--- src/rtl/cdl_pkg.sv ---
package cdl_pkg;

    localparam int DATA_W = 32;

    // Word indices; the status index and bit positions are software-visible behaviour
    localparam int IDX_ID     = 0;
    localparam int IDX_RSVD   = 1;
    localparam int IDX_STATUS = 2;
    localparam int IDX_DECODE = 3;

    localparam int WP_BIT  = 0;
    localparam int CIN_BIT = 3;

    localparam logic [DATA_W-1:0] ID_WORD     = 32'h4103_4003;
    localparam logic [DATA_W-1:0] DECODE_WORD = 32'h0000_0011;

    typedef struct packed {
        logic cin;   // sticky card event
        logic wp;    // live write-protect copy
    } stat_t;

    function automatic logic [DATA_W-1:0] pack_status(input stat_t s);
        logic [DATA_W-1:0] r;
        r          = '0;
        r[WP_BIT]  = s.wp;
        r[CIN_BIT] = s.cin;
        return r;
    endfunction

endpackage

--- src/rtl/cdl_status_latch.sv ---
module cdl_status_latch
    import cdl_pkg::*;
(
    input  logic  clk,
    input  logic  rst,
    input  logic  wprot_i,
    input  logic  card_in_i,
    input  logic  clr_req_i,
    output stat_t stat_o
);

    stat_t stat_q;
    stat_t stat_d;

    always_comb begin
        stat_d.wp = wprot_i;
        // set dominates acknowledge
        if (card_in_i)
            stat_d.cin = 1'b1;
        else if (clr_req_i)
            stat_d.cin = 1'b0;
        else
            stat_d.cin = stat_q.cin;
    end

    always_ff @(posedge clk) begin
        if (rst)
            stat_q <= '0;
        else
            stat_q <= stat_d;
    end

    assign stat_o = stat_q;

    // a high card input leaves the sticky bit set (covers R7 collision too)
    assert_set_R5: assert property (@(posedge clk) disable iff (rst)
        card_in_i |=> stat_q.cin);

    // without an acknowledge the bit does not drop
    assert_keep_R5: assert property (@(posedge clk) disable iff (rst)
        (stat_q.cin && !clr_req_i) |=> stat_q.cin);

    // acknowledge with no new event clears
    assert_clear_R6: assert property (@(posedge clk) disable iff (rst)
        (clr_req_i && !card_in_i) |=> !stat_q.cin);

    // write-protect bit tracks the input one edge later
    assert_wp_R4: assert property (@(posedge clk) disable iff (rst)
        1'b1 |=> (stat_q.wp == $past(wprot_i)));

endmodule

--- src/rtl/cdl_read_mux.sv ---
module cdl_read_mux
    import cdl_pkg::*;
#(
    parameter int ADDR_W = 4
) (
    input  logic [ADDR_W-1:0] addr_i,
    input  stat_t             stat_i,
    output logic [DATA_W-1:0] rdata_o
);

    always_comb begin
        if (addr_i == ADDR_W'(IDX_ID))
            rdata_o = ID_WORD;
        else if (addr_i == ADDR_W'(IDX_STATUS))
            rdata_o = pack_status(stat_i);
        else if (addr_i == ADDR_W'(IDX_DECODE))
            rdata_o = DECODE_WORD;
        else
            rdata_o = '0;   // reserved word and undefined indices
    end

endmodule

--- src/rtl/cdl_regblock.sv ---
module cdl_regblock
    import cdl_pkg::*;
#(
    parameter int ADDR_W = 4
) (
    input  logic              clk,
    input  logic              rst,
    input  logic [ADDR_W-1:0] bus_addr,
    input  logic              bus_wr,
    input  logic [DATA_W-1:0] bus_wdata,
    output logic [DATA_W-1:0] bus_rdata,
    input  logic              wprot_i,
    input  logic              card_in_i,
    output logic              irq_o
);

    localparam logic [ADDR_W-1:0] STATUS_ADDR = ADDR_W'(IDX_STATUS);

    stat_t status;
    logic  ack_req;
    logic  unused_wdata_bits;

    assign ack_req = bus_wr && (bus_addr == STATUS_ADDR) && bus_wdata[CIN_BIT];
    assign unused_wdata_bits = ^{bus_wdata[DATA_W-1:CIN_BIT+1], bus_wdata[CIN_BIT-1:0]};

    cdl_status_latch i_latch (
        .clk       (clk),
        .rst       (rst),
        .wprot_i   (wprot_i),
        .card_in_i (card_in_i),
        .clr_req_i (ack_req),
        .stat_o    (status)
    );

    cdl_read_mux #(.ADDR_W(ADDR_W)) i_mux (
        .addr_i  (bus_addr),
        .stat_i  (status),
        .rdata_o (bus_rdata)
    );

    assign irq_o = status.cin;

    // interrupt agrees with the status word seen on the bus
    assert_irq_match_R8: assert property (@(posedge clk) disable iff (rst)
        (bus_addr == STATUS_ADDR) |-> (bus_rdata[CIN_BIT] == irq_o));

    // interrupt only rises after a card event
    assert_irq_src_R8: assert property (@(posedge clk) disable iff (rst)
        $rose(irq_o) |-> $past(card_in_i));

    // indices past the decode word read zero
    assert_undef_zero_R9: assert property (@(posedge clk) disable iff (rst)
        (bus_addr > ADDR_W'(IDX_DECODE)) |-> (bus_rdata == '0));

    // reserved word reads zero
    assert_rsvd_zero_R3: assert property (@(posedge clk) disable iff (rst)
        (bus_addr == ADDR_W'(IDX_RSVD)) |-> (bus_rdata == '0));

endmodule

--- config.mk ---
export PLATFORM = sky130hd
export DESIGN_NAME = cdl_regblock
export DESIGN_NICKNAME = d
export VERILOG_FILES = /design/src/rtl/cdl_pkg.sv /design/src/rtl/cdl_status_latch.sv /design/src/rtl/cdl_read_mux.sv /design/src/rtl/cdl_regblock.sv
export SDC_FILE = /design/constraint.sdc
export NUM_CORES = 1
export LEC_CHECK = 0
export ABC_AREA = 1
export BUFFER_PORTS_ARGS = -buffer_cell sky130_fd_sc_hd__buf_2
export CORE_MARGIN = 2
export CORE_UTILIZATION = 23
export DETAILED_ROUTE_END_ITERATION = 10
export GPL_ROUTABILITY_DRIVEN = 0
export PLACE_DENSITY = 0.77
export SYNTH_ARGS = -nofsm -noshare
export SYNTH_HDL_FRONTEND = slang
export SYNTH_SLANG_ARGS = --single-unit
--- constraint.sdc ---
create_clock -name clk -period 1 [get_ports clk]
set_clock_uncertainty 0.05 [all_clocks]
set_input_delay 0.15 -clock clk [delete_from_list [all_inputs] [get_ports clk]]
set_output_delay 0.15 -clock clk [all_outputs]
set_load 0.01 [all_outputs]
==> metrics.md, run 1 <==
| Metric | Value |
|---|---|
| Nets | `111` |
| Kind of critical path | `flop to output port` |
| Hold path depth | `2` |
| RR Endpoint | `i_latch.stat_o[1]$_SDFFE_PP0P_` |
| Chip height | `about 43 microns` |
| Worst setup startpoint | `i_latch.stat_o[1]$_SDFFE_PP0P_` |
| Power density over the cells | `928 nW/um^2` |
| Status | `finished, violations left` |
| Area growth from synthesis to layout | `24.5%` |
| Detailed Route Iter0 Violations | `1` |
| Tmin final | `1010 ps` |
| Core Rows | `13` |
| Cts hold-fix bufs | `0` |
| First-pass GRT wire length | `793 microns` |
| Core area | `about 1400 sq um` |
| Netlist Area Pre-Place | `342 sq um` |
| Syn Inst Count | `50` |
| Final worst path period share | `101%` |
| Max FFs per register | `2` |
| Slowest CP cell | `dfxtp_2` |
| Routed wire length | `607 microns` |
| Syn avg cell area | `a little under 7 sq um` |
| Dominant cell type by area after synthesis | `buf_4` |
| CP max stage delay | `about 310 ps` |
| Initial antenna violation count | `0` |
| Final setup TNS | `-9.51 ps` |
| Fmax | `991 MHz` |
| Min-Delay Path Class | `primary input to flop` |
| CTS buffer count | `3` |
| Area fraction of the dominant cell type after synthesis | `61.5%` |
| # setup viols final | `1` |
| Share of layout cells above drive strength 1 | `48.5%` |
| DP Worst Slack | `-38.3 ps` |
| Max_cap viols | `0` |
| Synth area leaders | `buf_4 62%, dfxtp_1 12%, inv_1 7.7%` |
| Worst Hold End | `i_latch.stat_o[1]$_SDFFE_PP0P_` |
| Total Power | `just under 0.4 mW` |
| Routed len/inst | `7.31 microns` |
| Total Routing Usage GR | `6.58%` |
| Vias/cell | `between 3 and 4` |
| Setup ws final | `-9.51 ps` |
| LEAKAGE | `approximately 0.29 nW` |
| Antenna cells | `0` |
| H-tree depth | `1` |
| DRC Markers | `0` |
| CP arrival | `just over 800 ps` |
| DRT antenna net count | `0` |
| Worst skew pair latency | `roughly 220 ps` |
| Ports | `74` |
| Final Max Slew Viols | `0` |
| R2R depth | `3` |
| CTS tree | `built` |
| Die footprint | `about 1800 sq um` |
| Root Buffer | `clkbuf_4` |
| Final Cell Area | `425 sq um` |
| RSZ-0062 raised after global routing | `yes` |
| Die Width | `42.5 microns` |
| Worst VDD drop | `583 uV` |
| Number of global-route vias before repair | `195` |
| Fin. Hold Viols | `0` |
| DP HPWL | `488 microns` |
| Worst-path fanout max | `2` |
| Placed cell areas | `335 sq um` |
| Yosys cell types | `10` |
| Largest net degree at the start of global routing | `7` |
| Via count | `roughly 280` |
| #FFs+latches synth | `2` |
| Worst Setup End Kind | `output port` |
| Worst path required time | `800 ps` |
| CP Launch Type | `flop` |
| Seq/Total Area, Yosys | `11.7%` |
| Worst R2R Start | `i_latch.stat_o[1]$_SDFFE_PP0P_` |
| Clk buf depth | `2` |
| Initial Util | `between 20% and 30%` |
| Failing checks | `setup timing` |
| Sink Count | `2` |
| Final hold slack | `40.3 ps` |
| Global route overflow | `0` |
| I/O Buffers | `19` |
| R2R setup slack | `290 ps` |
| Crit path cell chain | `and3_4, buf_6` |
| YS warnings | `0` |
| CTS clk-pin slew, worst paths | `30 ps` |
| Min-delay src | `rst` |
| DR pass1 iterations | `2` |
metrics by stage:
stage,utilization (%),instances
after global routing,31.5,83
after floorplan,-,72
after global placement,24.8,79
final,31.5,83
after CTS,27.7,82
after detailed placement,24.8,79
cells in the final DEF, fill, tap and decap left out:
master,netlist,layout
conb_1,1,23
buf_2,0,14
inv_1,7,6
buf_6,0,5
nand3_2,0,3
clkbuf_4,0,3
nand3_1,5,2
nand2_1,2,2
dfxtp_2,0,2
buf_4,28,2
nor2_4,0,1
inv_4,0,1
nor2_2,2,1
and3_4,0,1
nor2_1,1,1
a21oi_1,1,1
power by group:
group | switching (mW) | internal (mW) | leakage [nW]
logic | 0.0790 | 0.0455 | 0.256
registers | 0.00230 | 0.0865 | 0.0172
clock network | 0.0486 | 0.133 | 0.0138
synthesized netlist by cell type:
library cell	number
a21oi_1	1
and3_2	1
buf_4	28
conb_1	1
dfxtp_1	2
inv_1	7
nand2_1	2
nand3_1	5
nor2_1	1
nor2_2	2
cell families (layout without fill, tap and decap cells):
group,count (synthesis),in the layout,synth area share [%]
simple gates,11,11,16.5
flops,2,2,11.7
other cells,1,23,1.10
compound gates,1,1,1.46
buf+inv,35,31,69.2
per-layer routing:
metal	GRT usage (%)	part of all wire, %	vias to the layer above
met5	0	0	-
met4	9.38	0	0
met3	2.59	12	0
met2	8.62	54	26
met1	6.62	34	119
li1	-	-	134
layout make-up:
cell class / instances / area, sq um
clock buffers: 3 / 22.5
multi-input cells: 35 / 171
repair buffers: 21 / 141
fillers: 160 / 925
well taps: 15 / 18.8
inverters: 7 / 28.8
flip-flops and latches: 2 / 42.5
worst max-delay path, delay by kind of cell, from the launching register on:
kind / cells / cell delay [ps]
simple gates: 1 / 170
flops: 1 / 310
buf+inv: 1 / 110
worst max path at each step:
stage | end | cells past startpoint
2_1_floorplan | bus_rdata[14] | 4
3_3_place_gp | bus_rdata[14] | 5
3_5_place_dp | bus_rdata[14] | 5
4_1_cts | bus_rdata[3] | 2
5_1_grt | bus_rdata[3] | 2
6_report | bus_rdata[3] | 2
repair_timing:
item / CTS / global route
setup endpoints to repair: 8 / 8
gates resized for setup: 4 / 10
endpoints found under the hold margin: 0 / 0
buffers inserted: 0 / 1
Note: power is estimated with default switching activity, not from simulation.
==> run 2, diff against run 1 <==
--- a/config.mk
+++ b/config.mk
@@ -5,13 +5,12 @@
 export SDC_FILE = /design/constraint.sdc
 export NUM_CORES = 1
 export LEC_CHECK = 0
-export ABC_AREA = 1
 export BUFFER_PORTS_ARGS = -buffer_cell sky130_fd_sc_hd__buf_2
 export CORE_MARGIN = 2
-export CORE_UTILIZATION = 23
+export CORE_UTILIZATION = 22
 export DETAILED_ROUTE_END_ITERATION = 10
 export GPL_ROUTABILITY_DRIVEN = 0
-export PLACE_DENSITY = 0.77
+export PLACE_DENSITY = 0.75
 export SYNTH_ARGS = -nofsm -noshare
 export SYNTH_HDL_FRONTEND = slang
 export SYNTH_SLANG_ARGS = --single-unit
==> run 2 against run 1 <==
  * The run still ends with setup timing left
  * Clock power is essentially flat
  * Register-to-register slack worse by 40 ps
  * Wire length is 1.3% higher
  * Flip-flop and latch count unchanged
  * Final cell count decreased by 4.8%
  * Critical path type unchanged
==> metrics.md, run 2 <==
| Metric | Value |
|---|---|
| Status | `finished, violations left (unchanged)` |
| Failing checks | `setup timing (unchanged)` |
| R2R depth | `2 (was 3)` |
| Worst setup startpoint | `i_latch.stat_o[0]$_SDFF_PP0_ (was i_latch.stat_o[1]$_SDFFE_PP0P_)` |
| Final setup TNS | `-542 ps (was -9.51 ps)` |
| Count of filler cells inserted in the layout | `173 (was 160)` |
| Max FFs per register | `2 (unchanged)` |
| Total Routing Usage GR | `6.51% (was 6.58%)` |
| Kind of critical path | `flop to output port (unchanged)` |
| Initial antenna violation count | `0 (unchanged)` |
| Final worst path period share | `124% (was 101%)` |
| Global route overflow | `0 (unchanged)` |
| Worst VDD drop | `303 uV (was 583 uV)` |
| Area fraction of the dominant cell type after synthesis | `62.9% (was 61.5%)` |
| DP HPWL | `511 microns (was 488 microns)` |
| Top-count cell post-synth | `buf_4 (unchanged)` |
| Worst Setup EP | `bus_rdata[0] (was bus_rdata[3])` |
| Worst Setup End Kind | `output port (unchanged)` |
| Chip height | `43.0 microns (was 42.5 microns)` |
| Fin util | `28.3% (was 31.5%)` |
| Worst R2R Start | `i_latch.stat_o[1]$_SDFFE_PP0P_ (unchanged)` |
| Via count | `273 (was 279)` |
| LEAKAGE | `0.252 nW (was 0.287 nW)` |
| Fmax | `805 MHz (was 991 MHz)` |
| Syn avg cell area | `7.77 sq um (was 6.83 sq um)` |
| Number of global-route vias before repair | `204 (was 195)` |
| Vias/cell | `3.46 (was 3.36)` |
| RSZ-0062 raised after global routing | `yes (unchanged)` |
| Fraction of registers with async set/reset | `0% (unchanged)` |
| Initial Util | `22.7% (was 25.3%)` |
| Routed wire length | `615 microns (was 607 microns)` |
| Routed len/inst | `7.78 microns (was 7.31 microns)` |
| DR pass1 iterations | `2 (unchanged)` |
| Max_cap viols | `0 (unchanged)` |
| Netlist Area Pre-Place | `334 sq um (was 342 sq um)` |
| DRT antenna net count | `0 (unchanged)` |
| Final Max Slew Viols | `0 (unchanged)` |
| Setup ws final | `-242 ps (was -9.51 ps)` |
| Worst path required time | `800 ps (about the same)` |
| Most common cell after layout, fill and taps aside | `conb_1 (unchanged)` |
| Detailed Route Iter0 Violations | `1 (unchanged)` |
| CTS tree | `built (unchanged)` |
| Synth top cells by count | `28 x buf_4, 2 x dfxtp_1, 2 x nor2_1, 2 x nor2b_1, 2 x nor3_1 (was 28 x buf_4, 7 x inv_1, 5 x nand3_1)` |
| Core area | `1470 sq um (was 1350 sq um)` |
| Ys flop type | `dfxtp_1 (unchanged)` |
| CP arrival | `1040 ps (was 810 ps)` |
| Most frequent cells in the layout | `23 x conb_1, 16 x buf_2, 5 x buf_6, 3 x clkbuf_4 (was 23 x conb_1, 14 x buf_2, 6 x inv_1, 5 x buf_6)` |
| Worst skew pair latency | `220 ps (about the same)` |
| Area growth from synthesis to layout | `24.7% (was 24.5%)` |
| Ports | `74 (unchanged)` |
| Worst-path fanout max | `1 (was 2)` |
| Die footprint | `1850 sq um (was 1810 sq um)` |
| CTS clk-pin slew, worst paths | `30 ps (about the same)` |
| R2R setup slack | `250 ps (was 290 ps)` |
| Sink Count | `2 (unchanged)` |
| Total Power | `0.398 mW (was 0.395 mW)` |
| Tmin final | `1240 ps (was 1010 ps)` |
| Share of layout cells above drive strength 1 | `47.6% (was 48.5%)` |
| Root Buffer | `clkbuf_4 (unchanged)` |
| Clk buf depth | `2 (unchanged)` |
| Syn Inst Count | `43 (was 50)` |
| DP Worst Slack | `-159 ps (was -38.3 ps)` |
| Yosys cell types | `12 (was 10)` |
| Antenna cells | `0 (unchanged)` |
| Synth area leaders | `buf_4 63%, dfxtp_1 12%, a2111oi_2 4.5% (was buf_4 62%, dfxtp_1 12%, inv_1 7.7%)` |
| Fin. Hold Viols | `0 (unchanged)` |
| Seq/Total Area, Yosys | `12.0% (was 11.7%)` |
| Nets | `106 (was 111)` |
| Power density over the cells | `954 nW/um^2 (was 928 nW/um^2)` |
| DRC Markers | `0 (unchanged)` |
| #FFs+latches synth | `2 (unchanged)` |
| RR Endpoint | `i_latch.stat_o[1]$_SDFFE_PP0P_ (unchanged)` |
| EDFF count, synth | `0 (unchanged)` |
| CTS buffer count | `3 (unchanged)` |
| Die Width | `43.0 microns (was 42.5 microns)` |
| Min-Delay Path Class | `primary input to flop (unchanged)` |
| # setup viols final | `8 (was 1)` |
| Core Rows | `14 (was 13)` |
| Largest net degree at the start of global routing | `7 (unchanged)` |
| Dominant cell type by area after synthesis | `buf_4 (unchanged)` |
| I/O Buffers | `19 (unchanged)` |
| First-pass GRT wire length | `821 microns (was 793 microns)` |
| YS warnings | `0 (unchanged)` |
| H-tree depth | `1 (unchanged)` |
| Cts hold-fix bufs | `0 (unchanged)` |
| CP Launch Type | `flop (unchanged)` |
[run 2: cell types whose count changed after synthesis]
cell and delta:
and3b_1 +1, nor2b_1 +2, nand2_1 -1, nor4_1 +1
a21oi_1 -1, a311oi_1 +1, nand3_1 -5, nor3_1 +2
a2111oi_2 +1, inv_1 -7, nor2_2 -2, nor2_1 +1
[run 2: worst min path at each step]
stage          from                             end  slack, ps  depth (start not counted)
2_1_floorplan   rst    i_latch.stat_o[0]$_SDFF_PP0_        170                          1
3_3_place_gp    rst  i_latch.stat_o[1]$_SDFFE_PP0P_        280                          2
3_5_place_dp    rst    i_latch.stat_o[0]$_SDFF_PP0_        280                          2
4_1_cts         rst    i_latch.stat_o[0]$_SDFF_PP0_         30                          2
5_1_grt         rst    i_latch.stat_o[0]$_SDFF_PP0_         40                          2
6_report        rst    i_latch.stat_o[0]$_SDFF_PP0_         40                          2
[run 2: per-layer routing]
layer	track usage, %	vias up	wire [microns]
met5	0	-	0
met4	5.45	0	0
met3	2.55	0	98
met2	10.3	27	307
met1	6.63	117	209
li1	-	129	-
[run 2: report_power, final]
| group | total (mW) | switching, mW | internal, mW | leakage, nW |
|---|---|---|---|---|
| clock network | 0.178 | 0.0456 | 0.132 | 0.0138 |
| logic | 0.131 | 0.0796 | 0.0512 | 0.221 |
| registers | 0.0888 | 0.00280 | 0.0860 | 0.0170 |
[run 2: layout make-up]
class / count / area (sq um) / share of cell area [%]
flip-flops and latches: 2 / 41.3 / 9.91
clock buffers: 3 / 22.5 / 5.41
multi-input cells: 35 / 181 / 43.5
repair buffers: 23 / 151 / 36.3
well taps: 16 / 20.0 / 4.80
[run 2: worst max-delay path: stages (launching register included)]
cell,delay [ps]
dfxtp_2,310
nor2_1,40
a2111oi_2,280
buf_2,190
[run 2: cell families after synthesis]
| group | synth area share, % |
|---|---|
| buffers and inverters | 62.9 |
| and+or+nand+nor | 16.9 |
| AOI/OAI and AO/OA | 7.12 |
| DFF | 12.0 |
| other | 1.12 |
[run 2: what timing repair did]
action                                  CTS  global route
setup buffers                             0             0
gates resized for setup                   5             2
endpoints found under the setup margin    8             9
gates cloned                              0             0
pin swaps                                 2             1
[run 2: through the flow]
step | hold WS (ps) | instances | area (sq um)
detailed placement | 277 | 76 | 367
CTS | 25.2 | 79 | 407
global route | 38.4 | 79 | 417
global placement | 277 | 76 | 367
finish | 37.7 | 79 | 417
floorplan | 172 | 65 | 432
==> run 3, diff against run 2 <==
--- a/config.mk
+++ b/config.mk
@@ -11,6 +11,7 @@
 export DETAILED_ROUTE_END_ITERATION = 10
 export GPL_ROUTABILITY_DRIVEN = 0
 export PLACE_DENSITY = 0.75
+export REMOVE_ABC_BUFFERS = 1
 export SYNTH_ARGS = -nofsm -noshare
 export SYNTH_HDL_FRONTEND = slang
 export SYNTH_SLANG_ARGS = --single-unit
==> run 3 against run 2 <==
  * The run still ends with setup timing left
  * Critical endpoint unchanged
  * Count of clock-buffer cells in the layout did not move
  * Sequential share of layout area decreased by 0.72 points
  * Die area unchanged
  * First-iteration DRC count stayed put
  * Power grew 0.17%
  * Clock power about the same
  * Maximum frequency is 0.33% higher
  * Core utilization increased by 2.2 points
==> metrics.md, run 3 (same netlist as run 2, synthesis figures left out) <==
| Metric | Value |
|---|---|
| Met3 wire length | `91 microns (was 98 microns)` |
| H-tree depth | `1 (unchanged)` |
| Fmax | `808 MHz (was 805 MHz)` |
| Ports | `74 (unchanged)` |
| LEAKAGE | `0.261 nW (was 0.252 nW)` |
| Initial antenna violation count | `0 (unchanged)` |
| Post-CTS setup buffer count | `0 (unchanged)` |
| Largest net degree at the start of global routing | `7 (unchanged)` |
| Final Cell Area | `449 sq um (was 417 sq um)` |
| CP bufs+invs | `1 (unchanged)` |
| CP delay by family, top | `flip-flops (unchanged)` |
| Routed len/inst | `7.62 microns (was 7.78 microns)` |
| CP Launch Type | `flop (unchanged)` |
| CP arrival | `1040 ps (about the same)` |
| Via count | `287 (was 273)` |
| Placed cell areas | `367 sq um (unchanged)` |
| Area growth from synthesis to layout | `34.5% (was 24.7%)` |
| Cts hold-fix bufs | `0 (unchanged)` |
| Status | `finished, violations left (unchanged)` |
| Chip height | `43.0 microns (unchanged)` |
| Max layer used | `met3 (unchanged)` |
| Die Width | `43.0 microns (unchanged)` |
| Tmin final | `1240 ps (about the same)` |
| Share of layout cells above drive strength 1 | `50.8% (was 47.6%)` |
| Vias/cell | `3.54 (was 3.46)` |
| Max FFs per register | `2 (unchanged)` |
| Comb pwr share | `33.6% (was 32.9%)` |
| Setup ws final | `-238 ps (was -242 ps)` |
| Sink Count | `2 (unchanged)` |
| Detailed Route Iter0 Violations | `1 (unchanged)` |
| DRT antenna net count | `0 (unchanged)` |
| CTS buffer count | `3 (unchanged)` |
| CTS clk-pin slew, worst paths | `30 ps (about the same)` |
| DRC Markers | `0 (unchanged)` |
| RSZ-0062 raised after global routing | `yes (unchanged)` |
| Total Routing Usage GR | `6.50% (was 6.51%)` |
| Slowest CP cell | `dfxtp_2 (unchanged)` |
| Nets | `108 (was 106)` |
| Worst-path fanout max | `1 (unchanged)` |
| Worst path required time | `800 ps (about the same)` |
| Most frequent cells in the layout | `23 x conb_1, 11 x buf_2, 8 x buf_6, 6 x buf_4, 3 x clkbuf_4 (was 23 x conb_1, 16 x buf_2, 5 x buf_6, 3 x clkbuf_4)` |
| Kind of critical path | `flop to output port (unchanged)` |
| CP max stage delay | `320 ps (was 310 ps)` |
| Worst skew pair latency | `220 ps (about the same)` |
| NetSw | `0.124 mW (was 0.128 mW)` |
| Final worst path period share | `124% (about the same)` |
| Antenna cells | `0 (unchanged)` |
| Global route overflow | `0 (unchanged)` |
| Core Rows | `14 (unchanged)` |
| Fin util | `30.5% (was 28.3%)` |
| Routed wire length | `617 microns (was 615 microns)` |
| CTS tree | `built (unchanged)` |
| Core area | `1470 sq um (unchanged)` |
| Sw frac | `31.1% (was 32.2%)` |
| Fin. Hold Viols | `0 (unchanged)` |
| Worst VDD drop | `396 uV (was 303 uV)` |
| Flop pwr share | `22.4% (was 22.3%)` |
| Clk buf depth | `2 (unchanged)` |
| Pint | `0.274 mW (was 0.270 mW)` |
| M1 wire length | `187 microns (was 209 microns)` |
| I/O Buffers | `19 (unchanged)` |
| Root Buffer | `clkbuf_4 (unchanged)` |
| Crit path cell chain | `nor2_2, a2111oi_2, buf_2 (was nor2_1, a2111oi_2, buf_2)` |
| DR pass1 iterations | `2 (unchanged)` |
| Final Max Slew Viols | `0 (unchanged)` |
| Worst Setup End Kind | `output port (unchanged)` |
| Power density over the cells | `887 nW/um^2 (was 954 nW/um^2)` |
| First-pass GRT wire length | `834 microns (was 821 microns)` |
| Die footprint | `1850 sq um (unchanged)` |
| Most common cell after layout, fill and taps aside | `conb_1 (unchanged)` |
| R2R setup slack | `260 ps (was 250 ps)` |
| Min-Delay Path Class | `primary input to flop (unchanged)` |
| Failing checks | `setup timing (unchanged)` |
| Routed length on met2 | `338 microns (was 307 microns)` |
| Number of global-route vias before repair | `205 (was 204)` |
| Clock power share | `44.0% (was 44.8%)` |
| Max_cap viols | `0 (unchanged)` |
| Initial Util | `22.7% (unchanged)` |
| # setup viols final | `8 (unchanged)` |
[run 3: cell count changes in the layout (fill, tap and decap cells not counted)]
cell    delta
nor2_1     -1
nor2_2     +1
nor4_4     -1
buf_2      -5
buf_6      +3
buf_4      +4
nor4_2     +1
[run 3: cell type report]
| cell class | instances | area [sq um] |
|---|---|---|
| Tap cell | 16 | 20.0 |
| Timing Repair Buffer | 25 | 190 |
| Sequential cell | 2 | 41.3 |
| Multi-Input combinational cell | 35 | 175 |
| Clock buffer | 3 | 22.5 |
| Fill cell | 164 | 1020 |
[run 3: final timing paths]
| kind | start | end | depth (start not counted) |
|---|---|---|---|
| setup reg to reg | i_latch.stat_o[1]$_SDFFE_PP0P_ | i_latch.stat_o[1]$_SDFFE_PP0P_ | 2 |
| hold reg to reg | i_latch.stat_o[1]$_SDFFE_PP0P_ | i_latch.stat_o[1]$_SDFFE_PP0P_ | 2 |
| hold / removal | rst | i_latch.stat_o[0]$_SDFF_PP0_ | 2 |
| setup / recovery | i_latch.stat_o[0]$_SDFF_PP0_ | bus_rdata[0] | 3 |
[run 3: repair_timing]
action	4_1_cts	5_1_grt
gates resized for setup	2	10
pin swaps	1	1
endpoints found under the setup margin	8	8
[run 3: routing by layer]
layer	global-route usage [%]	up-vias
li1	-	135
met1	6.62	124
met2	10.3	28
met3	2.55	0
met4	5.45	0
met5	0	-
[run 3: worst reg2reg max path, cell delays in order (launching register included)]
cell and delay, ps:
dfxtp_1 330, nor2_1 60, a311oi_1 210
[run 3: power groups by stage]
| stage | Combinational, mW | Clock [mW] | Sequential (mW) |
|---|---|---|---|
| final | 0.134 | 0.175 | 0.0893 |
| after CTS | 0.118 | 0.189 | 0.0893 |
| after detailed placement | 0.117 | 0 | 0.0894 |
| after floorplan | 0.0594 | 0 | 0.0901 |
| after global routing | 0.147 | 0.192 | 0.0898 |
| after global placement | 0.114 | 0 | 0.0893 |
[run 3: stage by stage]
stage,TNS [ps],cells,power (mW),hold slack (ps),setup slack (ps)
after floorplan,-7110,37,0.149,172,-1180
after global routing,-706,81,0.429,50.2,-313
after detailed placement,-388,78,0.206,277,-136
final,-386,81,0.398,45.7,-238
after global placement,-406,78,0.203,274,-94.2
after CTS,-583,81,0.396,33.5,-272
